--- config.mk ---
export PLATFORM = sky130hd
export DESIGN_NAME = sp_stack_unit
export DESIGN_NICKNAME = d
export VERILOG_FILES = /design/src/rtl/sp_pkg.sv /design/src/rtl/sp_ptr_arith.sv /design/src/rtl/sp_beat_ctrl.sv /design/src/rtl/sp_ram_model.sv /design/src/rtl/sp_stack_unit.sv
export SDC_FILE = /design/constraint.sdc
export NUM_CORES = 2
export LEC_CHECK = 0
export BUFFER_PORTS_ARGS = -buffer_cell sky130_fd_sc_hd__buf_2
export CAP_MARGIN = 20
export CORE_ASPECT_RATIO = 2
export CORE_MARGIN = 1.5
export CORE_UTILIZATION = 45
export CTS_BUF_LIST = sky130_fd_sc_hd__clkbuf_4
export CTS_CLUSTER_SIZE = 24
export DETAILED_ROUTE_END_ITERATION = 8
export PLACE_DENSITY_LB_ADDON = 0.12
export RECOVER_POWER = 50
export SLEW_MARGIN = 15
export SYNTH_ARGS = -nofsm -noshare
export SYNTH_HDL_FRONTEND = slang
export SYNTH_SLANG_ARGS = --single-unit
--- constraint.sdc ---
create_clock -name clk -period 9.9 [get_ports clk]
set_clock_uncertainty 0.15 [all_clocks]
set_input_delay 2.475 -clock clk [delete_from_list [all_inputs] [get_ports clk]]
set_output_delay 2.475 -clock clk [all_outputs]
set_load 0.02 [all_outputs]
--- src/rtl/sp_pkg.sv ---
package sp_pkg;

  typedef enum logic [2:0] {
    OP_PUSH16 = 3'd0,
    OP_PUSH32 = 3'd1,
    OP_POP16  = 3'd2,
    OP_POP32  = 3'd3,
    OP_ADDI   = 3'd4
  } op_e;

  localparam logic [2:0] OP_LAST = 3'd4;

  typedef enum logic [1:0] {
    ST_IDLE  = 2'd0,
    ST_BEAT0 = 2'd1,
    ST_BEAT1 = 2'd2
  } beat_st_e;

  localparam int unsigned RESET_SP = 32'h0000_0400;

endpackage

--- src/rtl/sp_ptr_arith.sv ---
module sp_ptr_arith
  import sp_pkg::*;
#(
  parameter int unsigned SP_W  = 16,
  parameter int unsigned IMM_W = 8
) (
  input  logic [SP_W-1:0]  sp_cur,
  input  logic [2:0]       op_raw,
  input  logic [IMM_W-1:0] imm,
  output logic             op_ok,
  output logic             is_mem,
  output logic             is_wide,
  output logic             is_write,
  output logic [SP_W-1:0]  sp_next,
  output logic [SP_W-1:0]  beat_base
);

  localparam int unsigned EXT_W = SP_W - IMM_W;

  logic [SP_W-1:0] imm_ext;
  logic [SP_W-1:0] step;
  logic [SP_W-1:0] raw_base;
  op_e             op;

  generate
    if (EXT_W > 0) begin : g_ext
      assign imm_ext = {{EXT_W{imm[IMM_W-1]}}, imm};
    end else begin : g_trunc
      assign imm_ext = imm[SP_W-1:0];
    end
  endgenerate

  always_comb begin
    op       = op_e'(op_raw);
    op_ok    = (op_raw <= OP_LAST);
    is_mem   = op_ok && (op != OP_ADDI);
    is_wide  = (op == OP_PUSH32) || (op == OP_POP32);
    is_write = (op == OP_PUSH16) || (op == OP_PUSH32);
    step     = is_wide ? SP_W'(2) : SP_W'(1);
    sp_next  = sp_cur;
    raw_base = sp_cur;
    unique case (op)
      OP_PUSH16, OP_PUSH32: begin
        sp_next  = sp_cur + step;
        raw_base = sp_cur;
      end
      OP_POP16, OP_POP32: begin
        sp_next  = sp_cur - step;
        raw_base = sp_cur - step;
      end
      OP_ADDI: begin
        sp_next  = sp_cur + imm_ext;
      end
      default: begin
        sp_next  = sp_cur;
      end
    endcase
    // A 32-bit pair always starts on the even word; the pointer keeps its own value.
    beat_base = is_wide ? {raw_base[SP_W-1:1], 1'b0} : raw_base;
  end

endmodule

--- src/rtl/sp_beat_ctrl.sv ---
module sp_beat_ctrl
  import sp_pkg::*;
#(
  parameter int unsigned SP_W = 16,
  parameter int unsigned DW   = 16
) (
  input  logic            clk,
  input  logic            rst_n,
  input  logic            mem_start,
  input  logic            addi_start,
  input  logic            start_wide,
  input  logic            start_write,
  input  logic [SP_W-1:0] start_addr,
  input  logic [2*DW-1:0] start_data,
  input  logic [DW-1:0]   mem_rdata,
  output logic            busy,
  output logic            done,
  output logic            beat_hi,
  output logic            bus_en,
  output logic            bus_we,
  output logic [SP_W-1:0] bus_addr,
  output logic [DW-1:0]   bus_wdata,
  output logic [2*DW-1:0] rd_data
);

  beat_st_e        st_q, st_d;
  logic [SP_W-1:0] addr_q, addr_d;
  logic [2*DW-1:0] data_q, data_d;
  logic [2*DW-1:0] rdat_q, rdat_d;
  logic            wide_q, wide_d;
  logic            wr_q, wr_d;
  logic            done_q, done_d;
  logic            cmd_en;

  always_comb begin
    st_d   = st_q;
    addr_d = addr_q;
    data_d = data_q;
    rdat_d = rdat_q;
    wide_d = wide_q;
    wr_d   = wr_q;
    done_d = addi_start;
    cmd_en = 1'b0;
    unique case (st_q)
      ST_IDLE: begin
        if (mem_start) begin
          cmd_en = 1'b1;
          st_d   = ST_BEAT0;
          addr_d = start_addr;
          data_d = start_data;
          wide_d = start_wide;
          wr_d   = start_write;
        end
      end
      ST_BEAT0: begin
        if (!wr_q) begin
          rdat_d[DW-1:0] = mem_rdata;
          if (!wide_q) rdat_d[2*DW-1:DW] = '0;
        end
        if (wide_q) begin
          st_d   = ST_BEAT1;
          addr_d = {addr_q[SP_W-1:1], 1'b1};
        end else begin
          st_d   = ST_IDLE;
          done_d = 1'b1;
        end
      end
      ST_BEAT1: begin
        if (!wr_q) rdat_d[2*DW-1:DW] = mem_rdata;
        st_d   = ST_IDLE;
        done_d = 1'b1;
      end
      default: begin
        st_d = ST_IDLE;
      end
    endcase
  end

  always_ff @(posedge clk or negedge rst_n) begin
    if (!rst_n) begin
      st_q   <= ST_IDLE;
      done_q <= 1'b0;
      rdat_q <= '0;
      addr_q <= '0;
      data_q <= '0;
      wide_q <= 1'b0;
      wr_q   <= 1'b0;
    end else begin
      st_q   <= st_d;
      done_q <= done_d;
      rdat_q <= rdat_d;
      addr_q <= addr_d;
      if (cmd_en) begin
        data_q <= data_d;
        wide_q <= wide_d;
        wr_q   <= wr_d;
      end
    end
  end

  assign busy      = (st_q != ST_IDLE);
  assign done      = done_q;
  assign beat_hi   = (st_q == ST_BEAT1);
  assign bus_en    = busy;
  assign bus_we    = busy && wr_q;
  assign bus_addr  = addr_q;
  assign bus_wdata = beat_hi ? data_q[2*DW-1:DW] : data_q[DW-1:0];
  assign rd_data   = rdat_q;

endmodule

--- src/rtl/sp_ram_model.sv ---
module sp_ram_model #(
  parameter int unsigned AW     = 16,
  parameter int unsigned DW     = 16,
  parameter int unsigned IDX_W  = 8
) (
  input  logic          clk,
  input  logic          en,
  input  logic          we,
  input  logic [AW-1:0] addr,
  input  logic [DW-1:0] wdata,
  output logic [DW-1:0] rdata
);

  localparam int unsigned DEPTH = 1 << IDX_W;

  logic [DW-1:0]    mem [DEPTH];
  logic [IDX_W-1:0] idx;
  logic             wr_en;

  assign idx   = addr[IDX_W-1:0];
  assign wr_en = en && we;

  always_ff @(posedge clk) begin
    if (wr_en) mem[idx] <= wdata;
  end

  assign rdata = mem[idx];

  logic unused_hi;
  assign unused_hi = ^addr[AW-1:IDX_W];

endmodule

--- src/rtl/sp_stack_unit.sv ---
module sp_stack_unit
  import sp_pkg::*;
#(
  parameter int unsigned SP_W   = 16,
  parameter int unsigned DW     = 16,
  parameter int unsigned IMM_W  = 8,
  parameter int unsigned BUS_AW = 32,
  parameter int unsigned RAM_IW = 8
) (
  input  logic              clk,
  input  logic              rst_n,
  input  logic              req_valid,
  input  logic [2:0]        req_op,
  input  logic [2*DW-1:0]   req_wdata,
  input  logic [IMM_W-1:0]  req_imm,
  output logic              busy,
  output logic              done,
  output logic [2*DW-1:0]   rd_data,
  output logic [SP_W-1:0]   sp_q,
  output logic              bus_en,
  output logic              bus_we,
  output logic [BUS_AW-1:0] bus_addr,
  output logic [DW-1:0]     bus_wdata
);

  localparam int unsigned PAD_W = BUS_AW - SP_W;

  logic [1:0]      rst_sync_q;
  logic            rst_int_n;
  logic [SP_W-1:0] sp_d;
  logic            sp_en;
  logic            accept;
  logic            op_ok, is_mem, is_wide, is_write;
  logic [SP_W-1:0] sp_calc;
  logic [SP_W-1:0] base_addr;
  logic [SP_W-1:0] beat_addr;
  logic [DW-1:0]   ram_rdata;
  logic            beat_hi;

  always_ff @(posedge clk or negedge rst_n) begin
    if (!rst_n) rst_sync_q <= 2'b00;
    else        rst_sync_q <= {rst_sync_q[0], 1'b1};
  end
  assign rst_int_n = rst_sync_q[1];

  sp_ptr_arith #(.SP_W(SP_W), .IMM_W(IMM_W)) arith_i (
    .sp_cur   (sp_q),
    .op_raw   (req_op),
    .imm      (req_imm),
    .op_ok    (op_ok),
    .is_mem   (is_mem),
    .is_wide  (is_wide),
    .is_write (is_write),
    .sp_next  (sp_calc),
    .beat_base(base_addr)
  );

  always_comb begin
    accept = req_valid && !busy && op_ok;
    sp_en  = accept;
    sp_d   = sp_calc;
  end

  always_ff @(posedge clk or negedge rst_int_n) begin
    if (!rst_int_n)  sp_q <= SP_W'(RESET_SP);
    else if (sp_en)  sp_q <= sp_d;
  end

  sp_beat_ctrl #(.SP_W(SP_W), .DW(DW)) ctrl_i (
    .clk        (clk),
    .rst_n      (rst_int_n),
    .mem_start  (accept && is_mem),
    .addi_start (accept && !is_mem),
    .start_wide (is_wide),
    .start_write(is_write),
    .start_addr (base_addr),
    .start_data (req_wdata),
    .mem_rdata  (ram_rdata),
    .busy       (busy),
    .done       (done),
    .beat_hi    (beat_hi),
    .bus_en     (bus_en),
    .bus_we     (bus_we),
    .bus_addr   (beat_addr),
    .bus_wdata  (bus_wdata),
    .rd_data    (rd_data)
  );

  generate
    if (PAD_W > 0) begin : g_pad
      assign bus_addr = {{PAD_W{1'b0}}, beat_addr};
    end else begin : g_nopad
      assign bus_addr = beat_addr[BUS_AW-1:0];
    end
  endgenerate

  sp_ram_model #(.AW(SP_W), .DW(DW), .IDX_W(RAM_IW)) ram_i (
    .clk  (clk),
    .en   (bus_en),
    .we   (bus_we),
    .addr (beat_addr),
    .wdata(bus_wdata),
    .rdata(ram_rdata)
  );

endmodule

==> metrics <==
WP data required 10.84 ns; most common cell in the synthesized netlist edfxtp_1; Synth top cells by count edfxtp_1, mux4_2, mux2i_1; f_max 126 MHz; reg2reg start ctrl_i.st_q[0]$_DFFE_PN0P_; vias in the first global route 87677; Critical Path AT 8.90 ns; Tightest Hold Check Type reg -> reg; post-synth top area cell edfxtp_1; # nets final 8604; Reg power frac 0.438; Max Root-Sink Buffers 4; Sw Pwr 20100 µW; CP Launch Type flop; Switching Share 0.365; Crit-path slowest cell clkbuf_1; Area Overhead vs Synth 12.7%; CP peak stage delay 3.03 ns; Clock Sinks 4199; first-pass GRT wire length 738 mm; maxcap violations 39; FP Rows 311; critical path fanouts, max 93; ys flop type edfxtp_1; die width 428 µm; hold path depth 0; Unique masters post-synth 76; root buffer cell clkbuf_4; total negative setup slack 0 ns; Vias 86118; Synth Warn # 0; vias per std cell 6.17; CTS Hold Bufs 0; starting density of the core 0.452; Area contributors post-synth edfxtp_1, mux4_2, mux2i_1; Leakage 0.0589 µW; combinational group share of total power 0.323; die height 852 µm; routed length per instance 39.3 µm; CTS H-tree lvls 6; Final GP Congestion 1.04; CTS resizes 0; Worst Hold Path EP rst_sync_q[1]$_DFF_PN0_; crit path time final 7.96 ns; ANT nets after route 0; die area 364000 µm²; Setup CP Type reg -> reg; period utilisation layout 0.804; GRT Total Usage 0.301; Post-Syn Area 162000 µm²; antenna violations before repair 41; PD cells 301 nW/µm²; critical path, cell by cell inv_1 -> ha_1 -> clkbuf_1 -> mux2_8 -> clkbuf_1 -> buf_4; GRT overflow 0; Cells after Synth 7447; initial drt markers 10105; clock share of power 0.239; outcome complete, but fails checks; Critical Path Most Common Cell clkbuf_1; FF+latch count, synth 4199; area of the core 359000 µm²; Hold Vio Cnt, Final 0; Post-DP HPWL 358 mm; drt first pass iters 9; FF-to-FF End ram_i.mem[45][10]$_DFFE_PP_; Fill cells 29116; clock-pin transition on the worst setup and hold timing paths 0.08 ns; worst slew pin tran 4.72 ns; RSZ-0062 raised after global routing no; post-route insts no fill 13967; number of flops mapped to enable cells by yosys 4096; violated checks design-rule violations, max-capacitance violations, max-slew violations; Worst VDD drop 0.310 mV; reg2reg path depth 6; area share of the largest cell type after synthesis 0.758; Post-CTS Setup Inserts 0; # setup viols final 0; Int Pwr 34900 µW; largest net degree at the start of global routing 123; # IOs 146; hold wc startpoint rst_sync_q[0]$_DFF_PN0_; Async SR Flop Fraction 0.0245; Max-slew headroom -2.14; ratio of cells with drive above 1 in the final layout 0.351; Port Buf Inserts 129; insertion delay to the later sink of the worst-skew pair 1.54 ns; DRC 91; Avg Cell Area, Syn 21.8 µm²; DP Cell Count 12328; CTS tree done; Hold Slack 0.216 ns; Critical Path End Type flop; R2R Setup Slk 1.94 ns; Tot Pwr 55000 µW; max-slew violations 2153; final wirelength 549 mm; post-synthesis sequential area ratio 0.774; total CTS buffers 899
[power by group through the flow]
stage / Sequential (µW) / Clock [µW] / Combinational (µW)
after floorplan: 24400 / 0 / 8750
after global placement: 24200 / 0 / 17300
after detailed placement: 24200 / 0 / 17600
after CTS: 23800 / 13400 / 17600
after global routing: 24100 / 14200 / 18000
final: 24100 / 13200 / 17700
[through the flow]
stage | cell area, µm² | worst slack (ns) | util
after floorplan | 162000 | 4.03 | -
after global placement | 172000 | 3.79 | 0.478
after detailed placement | 172000 | 3.86 | 0.478
after CTS | 183000 | 3.20 | 0.510
after global routing | 183000 | 1.78 | 0.509
final | 183000 | 1.94 | 0.510
[area by class of cell]
cell class                      instances  area [µm²]  share of cell area
Antenna cell                           50         125            0.000684
Clock inverter                        258        1460             0.00797
Sequential cell                      4199      126000               0.687
Tap cell                             4695        5870              0.0321
Multi-Input combinational cell       2815       35500               0.194
Clock buffer                         1320        9910              0.0542
Timing Repair Buffer                  619        4330              0.0237
Inverter                               11        48.8            0.000267
[state kept, by name, indices dropped and copies added (netlist names)]
register,flops
ctrl_i.wide_q,1
ctrl_i.done,1
rst_sync_q,2
ctrl_i.bus_addr,16
sp_q,16
ctrl_i.st_q,2
ctrl_i.wr_q,1
ram_i.mem,4096
ctrl_i.data_q,32
ctrl_i.rd_data,32
[worst max-delay path by stage]
stage                              startpoint                             end  slack, ns  cells after the start
3_5_place_dp   ctrl_i.bus_addr[0]$_DFFE_PN0P_  ctrl_i.rd_data[26]$_DFFE_PN0P_       3.86                     10
5_1_grt            ctrl_i.st_q[0]$_DFFE_PN0P_     ram_i.mem[117][2]$_DFFE_PP_       1.78                      6
2_1_floorplan      ctrl_i.st_q[0]$_DFFE_PN0P_                   bus_wdata[10]       4.03                      5
4_1_cts            ctrl_i.st_q[0]$_DFFE_PN0P_                   bus_wdata[13]       3.20                      5
3_3_place_gp   ctrl_i.bus_addr[1]$_DFFE_PN0P_  ctrl_i.rd_data[18]$_DFFE_PN0P_       3.79                      9
6_report           ctrl_i.st_q[0]$_DFFE_PN0P_     ram_i.mem[45][10]$_DFFE_PP_       1.94                      6
[critical path: cells and delay by family (launching register included)]
family | cells | cell delay (ns)
muxes | 1 | 0.62
buffers and inverters | 4 | 5.75
adders and majority gates | 1 | 0.17
DFF | 1 | 0.39
[cells by family (layout without fill, tap and decap cells)]
family,count (synthesis),after routing,synth area share
AO/OA/AOI/OAI,505,505,0.0210
multiplexers,1373,1373,0.165
other,2,67,0.0000463
buffers and inverters,448,2208,0.0135
AND/OR/NAND/NOR,877,877,0.0241
flip-flops,4199,4199,0.774
adder cells (fa/ha/maj),13,13,0.00105
XOR/XNOR,30,30,0.00162
[cells in the final DEF (no fill, tap or decap), types with 20 or more instances in the layout]
cell      instances
a32oi_1          22
diode_2          50
nor4_1           22
o21ai_0          67
clkbuf_1         79
nor2_2          149
dfrtp_1          95
nor2_1          119
nor3_2           23
nand4_1          20
mux4_2         1033
mux2i_2          21
clkbuf_4       1320
inv_2            20
a22oi_1          86
a221oi_1         21
edfxtp_1       4096
nand2_1         304
buf_2           127
buf_4           381
nor3_1           62
o22ai_1         124
clkinv_2         37
nand3_1          63
and3_1           21
mux2i_1         302
clkinv_1        178
a21oi_1          67
[layer usage]
layer	track usage	part of all wire	vias to the layer above
li1	-	-	34107
met1	0.329	0.32	45943
met2	0.507	0.51	4711
met3	0.0691	0.079	1349
met4	0.231	0.092	8
met5	0	0.000089	-
Power figures use the tool's default switching activity.
